`src/rtl/btu_pkg.sv`:
```
package btu_pkg;
  typedef enum logic {ST_IDLE = 1'b0, ST_BUSY = 1'b1} btu_state_e;

  typedef struct packed {
    logic       valid;
    logic [2:0] cs;
    logic [1:0] beat;
  } btu_err_rec_t;
endpackage

```
`src/rtl/btu_beat_seq.sv`:
```
module btu_beat_seq
  import btu_pkg::*;
#(
  parameter int CS_W   = 3,
  parameter int BEAT_W = 2
) (
  input  logic              clk,
  input  logic              rst_n,
  input  logic              start,
  input  logic [CS_W-1:0]   cs_in,
  input  logic [BEAT_W-1:0] len_in,
  input  logic              beat_ack,
  input  logic              abort,
  output logic              busy,
  output logic [CS_W-1:0]   cs_q,
  output logic [BEAT_W-1:0] beat_q,
  output logic              last_beat
);
  btu_state_e        st_q, st_d;
  logic [CS_W-1:0]   cs_d;
  logic [BEAT_W-1:0] len_q, len_d, beat_d;
  logic              ld_en;

  assign busy      = (st_q == ST_BUSY);
  assign last_beat = (beat_q == len_q);
  assign ld_en     = start && !busy;

  always_comb begin
    st_d   = st_q;
    cs_d   = cs_q;
    len_d  = len_q;
    beat_d = beat_q;
    if (ld_en) begin
      st_d   = ST_BUSY;
      cs_d   = cs_in;
      len_d  = len_in;
      beat_d = '0;
    end else if (busy) begin
      if (abort) begin
        st_d = ST_IDLE;
      end else if (beat_ack) begin
        if (last_beat) st_d = ST_IDLE;
        else           beat_d = beat_q + 1'b1;
      end
    end
  end

  always_ff @(posedge clk or negedge rst_n) begin
    if (!rst_n) begin
      st_q   <= ST_IDLE;
      cs_q   <= '0;
      len_q  <= '0;
      beat_q <= '0;
    end else begin
      st_q   <= st_d;
      cs_q   <= cs_d;
      len_q  <= len_d;
      beat_q <= beat_d;
    end
  end
endmodule

```
`src/rtl/btu_ws_counter.sv`:
```
module btu_ws_counter #(
  parameter int WS_W = 4
) (
  input  logic            clk,
  input  logic            rst_n,
  input  logic            load,
  input  logic [WS_W-1:0] ws_in,
  input  logic            busy,
  input  logic            beat_end,
  output logic            hit
);
  logic [WS_W-1:0] lim_q, lim_d;
  logic [WS_W-1:0] cnt_q, cnt_d;
  logic            cnt_en;

  assign hit    = busy && (cnt_q == lim_q);
  assign cnt_en = load || busy;

  always_comb begin
    lim_d = lim_q;
    cnt_d = cnt_q;
    if (load) begin
      lim_d = ws_in;
      cnt_d = '0;
    end else if (beat_end) begin
      cnt_d = '0;
    end else if (!hit) begin
      cnt_d = cnt_q + 1'b1;
    end
  end

  always_ff @(posedge clk or negedge rst_n) begin
    if (!rst_n) begin
      lim_q <= '0;
      cnt_q <= '0;
    end else if (cnt_en) begin
      lim_q <= lim_d;
      cnt_q <= cnt_d;
    end
  end
endmodule

```
`src/rtl/btu_bus_monitor.sv`:
```
module btu_bus_monitor #(
  parameter int TMO_W = 10
) (
  input  logic             clk,
  input  logic             rst_n,
  input  logic             load,
  input  logic             busy,
  input  logic             en,
  input  logic [TMO_W-1:0] limit,
  output logic             timeout
);
  logic [TMO_W-1:0] cnt_q, cnt_d;
  logic             cnt_en;
  logic             at_max;

  assign at_max  = &cnt_q;
  assign timeout = busy && en && (cnt_q == limit);
  assign cnt_en  = load || (busy && !at_max);

  always_comb begin
    if (load) cnt_d = '0;
    else      cnt_d = cnt_q + 1'b1;
  end

  always_ff @(posedge clk or negedge rst_n) begin
    if (!rst_n)      cnt_q <= '0;
    else if (cnt_en) cnt_q <= cnt_d;
  end
endmodule

```
`src/rtl/btu_err_status.sv`:
```
module btu_err_status
  import btu_pkg::*;
(
  input  logic         clk,
  input  logic         rst_n,
  input  logic         set,
  input  logic [2:0]   cs_in,
  input  logic [1:0]   beat_in,
  input  logic         clr,
  output btu_err_rec_t rec
);
  btu_err_rec_t rec_d;
  logic         upd_en;

  assign upd_en = clr || (set && !rec.valid);

  always_comb begin
    rec_d = rec;
    if (clr) rec_d.valid = 1'b0;
    if (set && (clr || !rec.valid)) begin
      rec_d.valid = 1'b1;
      rec_d.cs    = cs_in;
      rec_d.beat  = beat_in;
    end
  end

  always_ff @(posedge clk or negedge rst_n) begin
    if (!rst_n)      rec <= '0;
    else if (upd_en) rec <= rec_d;
  end
endmodule

```
`src/rtl/bus_term_unit.sv`:
```
module bus_term_unit
  import btu_pkg::*;
#(
  parameter int NUM_CS    = 8,
  parameter int WS_W      = 4,
  parameter int MAX_BEATS = 4,
  parameter int TMO_W     = 10,
  localparam int CS_W     = $clog2(NUM_CS),
  localparam int BEAT_W   = $clog2(MAX_BEATS)
) (
  input  logic                   clk,
  input  logic                   rst_n,
  input  logic                   cyc_start,
  input  logic [CS_W-1:0]        cyc_cs,
  input  logic [BEAT_W-1:0]      cyc_len,
  input  logic                   ext_err,
  input  logic [NUM_CS*WS_W-1:0] cfg_ws,
  input  logic                   mon_en,
  input  logic [TMO_W-1:0]       mon_limit,
  input  logic                   err_clr,
  output logic                   data_ack,
  output logic                   err_ack,
  output logic                   cyc_done,
  output logic                   err_valid,
  output logic [CS_W-1:0]        err_cs,
  output logic [BEAT_W-1:0]      err_beat
);
  logic [WS_W-1:0] ws_tab [NUM_CS];
  logic            busy, last_beat, load, ws_hit, tmo;
  logic [CS_W-1:0] cs_q;
  logic [BEAT_W-1:0] beat_q;
  btu_err_rec_t    rec;

  for (genvar g = 0; g < NUM_CS; g++) begin : g_ws
    assign ws_tab[g] = cfg_ws[g*WS_W +: WS_W];
  end

  assign load     = cyc_start && !busy;
  assign err_ack  = busy && (ext_err || tmo);
  assign data_ack = ws_hit && !err_ack;
  assign cyc_done = err_ack || (data_ack && last_beat);

  btu_beat_seq #(.CS_W(CS_W), .BEAT_W(BEAT_W)) u_seq (
    .clk(clk), .rst_n(rst_n), .start(cyc_start), .cs_in(cyc_cs),
    .len_in(cyc_len), .beat_ack(data_ack), .abort(err_ack),
    .busy(busy), .cs_q(cs_q), .beat_q(beat_q), .last_beat(last_beat)
  );

  btu_ws_counter #(.WS_W(WS_W)) u_ws (
    .clk(clk), .rst_n(rst_n), .load(load), .ws_in(ws_tab[cyc_cs]),
    .busy(busy), .beat_end(data_ack || err_ack), .hit(ws_hit)
  );

  btu_bus_monitor #(.TMO_W(TMO_W)) u_mon (
    .clk(clk), .rst_n(rst_n), .load(load), .busy(busy), .en(mon_en),
    .limit(mon_limit), .timeout(tmo)
  );

  btu_err_status u_err (
    .clk(clk), .rst_n(rst_n), .set(err_ack), .cs_in(cs_q),
    .beat_in(beat_q), .clr(err_clr), .rec(rec)
  );

  assign err_valid = rec.valid;
  assign err_cs    = rec.cs;
  assign err_beat  = rec.beat;
endmodule

```
`config.mk`:
```
export PLATFORM = sky130hd
export DESIGN_NAME = bus_term_unit
export DESIGN_NICKNAME = d
export VERILOG_FILES = /design/src/rtl/btu_pkg.sv /design/src/rtl/btu_beat_seq.sv /design/src/rtl/btu_ws_counter.sv /design/src/rtl/btu_bus_monitor.sv /design/src/rtl/btu_err_status.sv /design/src/rtl/bus_term_unit.sv
export SDC_FILE = /design/constraint.sdc
export NUM_CORES = 1
export LEC_CHECK = 0
export BUFFER_PORTS_ARGS = -buffer_cell sky130_fd_sc_hd__buf_2
export CAP_MARGIN = 15
export CORE_ASPECT_RATIO = 1.25
export CORE_MARGIN = 2
export CORE_UTILIZATION = 30
export CTS_CLUSTER_SIZE = 25
export DETAILED_ROUTE_END_ITERATION = 8
export PLACE_DENSITY_LB_ADDON = 0.12
export SLEW_MARGIN = 20
export SYNTH_ARGS = -nofsm -noshare
export SYNTH_HDL_FRONTEND = slang
export SYNTH_SLANG_ARGS = --single-unit
```
`constraint.sdc`:
```
create_clock -name clk -period 1.9 [get_ports clk]
set_input_delay 0.285 -clock clk [delete_from_list [all_inputs] [get_ports clk]]
set_output_delay 0.285 -clock clk [all_outputs]
set_load 0.01 [all_outputs]
```
After elaboration in Yosys (flattened, before gate mapping)

Index checks and enable logic that the tools add are counted.
Widths: inputs -> output; s select.

Output and inout bits: 9
Word-level logic and storage cells: 70
Flip-flop bits (word level): 32

$add $sub $neg: 3
Order comparisons: 1
Bitwise gates (word level): 1
Equal/unequal tests: 6
Multiplexer cells: 19
Reductions and logical operators: 30

Operators by type and width:

| operator              | number |
|---|---|
| $mux 4                | 5 |
| $bmux 4 s3            | 1 |
| $add 10x1->10 const B | 1 |
| $eq 10x10->1          | 1 |
| $logic_and 1x1->1     | 10 |
| $mux 10               | 1 |
| $mux 2                | 5 |
| $reduce_and 10->1     | 1 |
| $reduce_and 2->1      | 4 |
| $logic_or 1x1->1      | 7 |
| $mux 1                | 6 |
| $mux 6                | 1 |
| $reduce_bool 2->1     | 3 |
| $add 4x1->4 const B   | 1 |
| $eq 4x4->1            | 1 |
| $ge 4x4->1 const B    | 1 |
| $logic_not 1->1       | 4 |
| $ne 2x1->1 const B    | 2 |
| $not 3->4             | 1 |
| $reduce_and 4->1      | 1 |
| $ne 3x1->1 const B    | 1 |
| $add 2x1->2 const B   | 1 |
| $eq 2x2->1            | 1 |

Depth between registers and ports, before layout

Word-level depth: 10
Depth in mapped cells: 7
Mapped depth without buffers: 6

Hierarchy

From an unflattened synthesis, not the netlist that was laid out.

Cell total of the unflattened synthesis: 207
Area, all modules: 2207.1 um^2

By module, submodules not included:

| module          | cells an instance | area each (um^2) | instances |
|---|---|---|---|
| btu_bus_monitor | 90                | 798.3            | 1 |
| btu_ws_counter  | 43                | 476.7            | 1 |
| btu_beat_seq    | 39                | 369.1            | 1 |
| bus_term_unit   | 21                | 305.3            | 1 |
| btu_err_status  | 14                | 257.7            | 1 |

Worst setup path before layout

Ideal clock, no wire load.

Kind: register to register
Start: register u_mon.cnt_q[3]
End: register, netlist name u_err.rec[0]
Cell stages (with the launch flop): 7
Period minus slack after synthesis: 1.871 ns
Setup slack: 0.029 ns
Arrival: 1.746 ns
Cells stage by stage: dfrtp_1 > xnor2_1 > nand4_1 > o31ai_4 > and3_1 > buf_6 > mux2_4

Word-level cells in the longest chain between the ends: 7

RTL lines:

| what                         | line                  | RTL |
|---|---|---|
| start: declaration           | btu_bus_monitor.sv:12 | `logic [TMO_W-1:0] cnt_q, cnt_d;` |
| start signal: assignment     | btu_bus_monitor.sv:27 | `else if (cnt_en) cnt_q <= cnt_d;` |
| $eq 10x10->1 *               | btu_bus_monitor.sv:17 | `assign timeout = busy && en && (cnt_q == limit);` |
| $logic_and 1x1->1 *          | btu_bus_monitor.sv:17 |  |
| $logic_or 1x1->1 *           | bus_term_unit.sv:39   | `assign err_ack = busy && (ext_err \|\| tmo);` |
| $logic_and 1x1->1 *          | bus_term_unit.sv:39   |  |
| $logic_and 1x1->1            | btu_err_status.sv:15  | `assign upd_en = clr \|\| (set && !rec.valid);` |
| $logic_or 1x1->1             | btu_err_status.sv:15  |  |
| $reduce_and 2->1 (no line) * | --                    |  |

Mark *: on every way between the ends. The rest lies on a longest branch, timed or not.
A chain may end at the register's enable or synchronous reset.

Worst setup path in the final report

Start: register u_mon.cnt_q[5]
End: output cyc_done

Word-level cells in the longest chain between the ends: 8

RTL lines:

| what                | line                  | RTL |
|---|---|---|
| $eq 10x10->1 *      | btu_bus_monitor.sv:17 |  |
| $logic_and 1x1->1 * | btu_bus_monitor.sv:17 |  |
| $logic_or 1x1->1 *  | bus_term_unit.sv:39   |  |
| $logic_and 1x1->1 * | bus_term_unit.sv:39   |  |
| $logic_not 1->1     | bus_term_unit.sv:40   | `assign data_ack = ws_hit && !err_ack;` |
| $logic_and 1x1->1   | bus_term_unit.sv:40   |  |
| $logic_and 1x1->1   | bus_term_unit.sv:41   | `assign cyc_done = err_ack \|\| (data_ack && last_beat);` |
| $logic_or 1x1->1 *  | bus_term_unit.sv:41   |  |
| end: declaration    | bus_term_unit.sv:23   | `output logic cyc_done,` |

Marked as above.

==> out/metrics.yaml <==
place:
  io_buffers: 61
  placement.cell_area_um2: 2490
  gp_congestion: 0.762
  place.detailed.hpwl_um: 3690
critical_path:
  worst-path-buf-inv: 1
  critical_path_depth: 6
  capturing_element_of_the_worst_setup_path: "cyc_done"
  worst_ep_arrival_time_ns: 1.84
  worst_r2r_path_depth: 6
  critPathLaunchType: "flip-flop"
  critPathTopFamily: "flip-flops"
  type_of_destination_of_the_critical_path: "output pin"
  crit_path_max_cell_delay_ns: 0.40
  crit_type: "flip-flop to output pin"
  crit_slowest_cell: "dfrtp_1"
  critPathRequiredTime_ns: 1.62
  timing.critical_path.cells: "xnor2_1 > nand3_2 > o31ai_4 > and2_4 > a31o_4 > buf_6"
  worstSetupStartpoint: "u_mon.cnt_q[5]"
  reg2reg_slack_ns: -0.06
  rr_endpoint: "u_err.rec[3]"
  worst-path-max-fanout: 3
  regToRegStartpoint: "u_mon.cnt_q[5]"
route:
  route.vias.total: 1765
  detail_route.drc_violations: 0
  first_pass_iters: 4
  drt_wl_total_um: 4800
  drt-vias-per-instance: 4.93
  wire_per_inst_um: 13.4
  route.antenna.remaining_nets: 0
  detailed_route_iter0_violations: 76
logic_synthesis:
  synthDominantCellAreaShare_pct: 41.1
  ys_warn_count: 0
  count_of_flip_flops_with_a_built_in_enable_after_synthesis: 0
  cell_taking_the_most_area_after_synthesis: "dfrtp_1"
  syn-num-nets: 241
  cell_area_after_technology_mapping_um2: 1950
  synth_cell_types: 42
  synth_most_common_cell: "nand2_1"
  synthesis.instances: 186
  synthTopCellsByArea: "dfrtp_1, mux4_2, xnor2_1, nand2_1, mux2_4"
  yosys_most_used_dff: "dfrtp_1"
  async_flop_share_pct: 100
  postSynthRegisterBits: 32
  postSynthAreaPerCell_um2: 10.5
  sequential_fraction_of_the_synthesis_area_pct: 41.1
  yosys-top-cells-count: "nand2_1, dfrtp_1, xnor2_1, o21ai_0"
power_and_ir_drop:
  power_leakage_nw: 1.29
  p_total_mw: 2.66
  vdd_ir_drop_max_mv: 0.303
  power.density_nw_per_um2: 985
grt:
  grt_max_degree: 33
  first_global_vias: 1789
  grt_first_pass_wirelength_um: 8090
  number_of_antenna_violations_at_the_first_check_in_global_routing: 0
  grt.overflow.total: 0
  grtUsageTotal_pct: 14.3
sta:
  timing.max_slew.rel_slack_pct: 51.1
  setup_violations: 8
  post-route-period-util_pct: 112
  period_needed_ns: 2.12
  rsz0062_at_grt: "yes"
  hold_viol: 0
  final_max_slew_viol_count: 0
  fin_tns_setup_ns: -0.801
  worstMarginPinSlew_ns: 0.733
  fin_skew_ns: 0.00968
  timing.final.ws_setup_ns: -0.223
  achievable-frequency_mhz: 471
  fin_hold_ws_ns: 0.0489
floorplan:
  die-height_um: 94.1
  die-area_um2: 7150
  rows: 32
  io_pins: 62
  floorplan.initialDensity_pct: 31.4
  core_um2: 6210
  dieWidth_um: 76.1
cts:
  clock-sinks: 32
  cts-root-to-sink-buffers: 2
  tritoncts_clock_tree: "built"
  cts-buffers-inserted: 5
  clk_lat_worst_skew_ns: 0.29
  post_cts_hold_buffer_count: 0
  clkTransAtPathRegs_ns: 0.08
  h_tree_lvls: 2
  root_buffer: "clkbuf_8"
layout:
  n_antenna_cell: 0
  drive_above_1_share_pct: 45.1
  final.fill_count: 625
  layout.core_utilization_pct: 43.6
  area_growth_pct: 38.9
  finish.net_count: 327
  postLayoutCellArea_um2: 2710
outcome:
  run_status: "finished, violations left"
  failed_checks: "negative setup slack"
run:
  drv.max_cap_violation_count: 0
worst_hold_path:
  timing.hold.worst.class: "input pin to async pin"
-- power by group --
group,switching [mW],internal [mW],total [mW]
sequential,0.133,0.850,0.983
combinational,0.484,0.535,1.02
clock,0.274,0.388,0.662
-- layout by cell type, fill, tap and decap left out, types with 3 or more instances in the layout --
cell type   n
mux4_2      8
dfrtp_1    32
nand4_1     6
a32o_1      3
nand2_1    34
xnor2_2     4
buf_6       3
xnor2_1    11
and3_1      3
nand3_1     6
a21oi_1     3
xor2_1      3
clkbuf_8    5
nor2_1      7
o21ai_0     9
mux2i_1     6
nand2b_1    3
mux2_4      5
buf_4      26
buf_2      59
-- sequential cells by signal, summed over array words and instances (netlist names) --
signal and count:
u_mon.cnt_q 10, u_seq.busy 1, u_ws.cnt_q 4, u_ws.lim_q 4, u_seq.beat_q 2, u_seq.cs_q 3
u_seq.len_q 2, u_err.rec 6
-- repair_timing --
item,4_1_cts,5_1_grt
setup buffers,1,4
pin swaps,4,5
endpoints found under the setup margin,8,8
resized for setup,7,7
-- layout make-up --
cell class	count	area, µm²	area share [%]
Inverter	2	7.51	0.278
Timing Repair Buffer	88	524	19.4
Clock inverter	3	42.5	1.57
Multi-Input combinational cell	143	1150	42.7
Tap cell	85	106	3.93
Clock buffer	5	68.8	2.54
Sequential cell	32	801	29.6
-- per-stage QoR --
| step | setup WS [ns] | instances |
|---|---|---|
| 2_1_floorplan | 0.0292 | 186 |
| 3_3_place_gp | -0.0407 | 346 |
| 3_5_place_dp | -0.0297 | 346 |
| 4_1_cts | -0.277 | 355 |
| 5_1_grt | -0.298 | 358 |
| 6_report | -0.223 | 358 |
-- logic make-up (layout without fill, tap and decap cells) --
logic type	after synthesis	count (layout)	share of synthesized area (%)
multiplexers	20	20	16.8
adder cells (fa/ha/maj)	2	2	1.29
flip-flops	32	32	41.1
buffers and inverters	11	98	2.64
AND/OR/NAND/NOR	74	74	18.7
AO/OA/AOI/OAI	28	28	10.9
XOR/XNOR	19	19	8.55
-- worst min path at each step --
stage,slack (ns),from,endpoint,depth (start not counted)
4_1_cts,0.08,rst_n,u_mon.cnt_q[3],1
3_5_place_dp,0.40,rst_n,u_mon.cnt_q[3],1
3_3_place_gp,0.40,rst_n,u_mon.cnt_q[3],1
5_1_grt,0.13,rst_n,u_mon.cnt_q[3],1
6_report,0.05,rst_n,u_mon.cnt_q[3],1
2_1_floorplan,-0.01,rst_n,u_err.rec[0],0
-- layer usage --
| metal | GRT usage, % | wire, µm |
|---|---|---|
| met5 | 0 | 0 |
| met2 | 26.4 | 2460 |
| met1 | 15.7 | 1950 |
| met4 | 6.21 | 116 |
| met3 | 3.27 | 273 |
No activity file was read; power rests on OpenSTA's default activity.
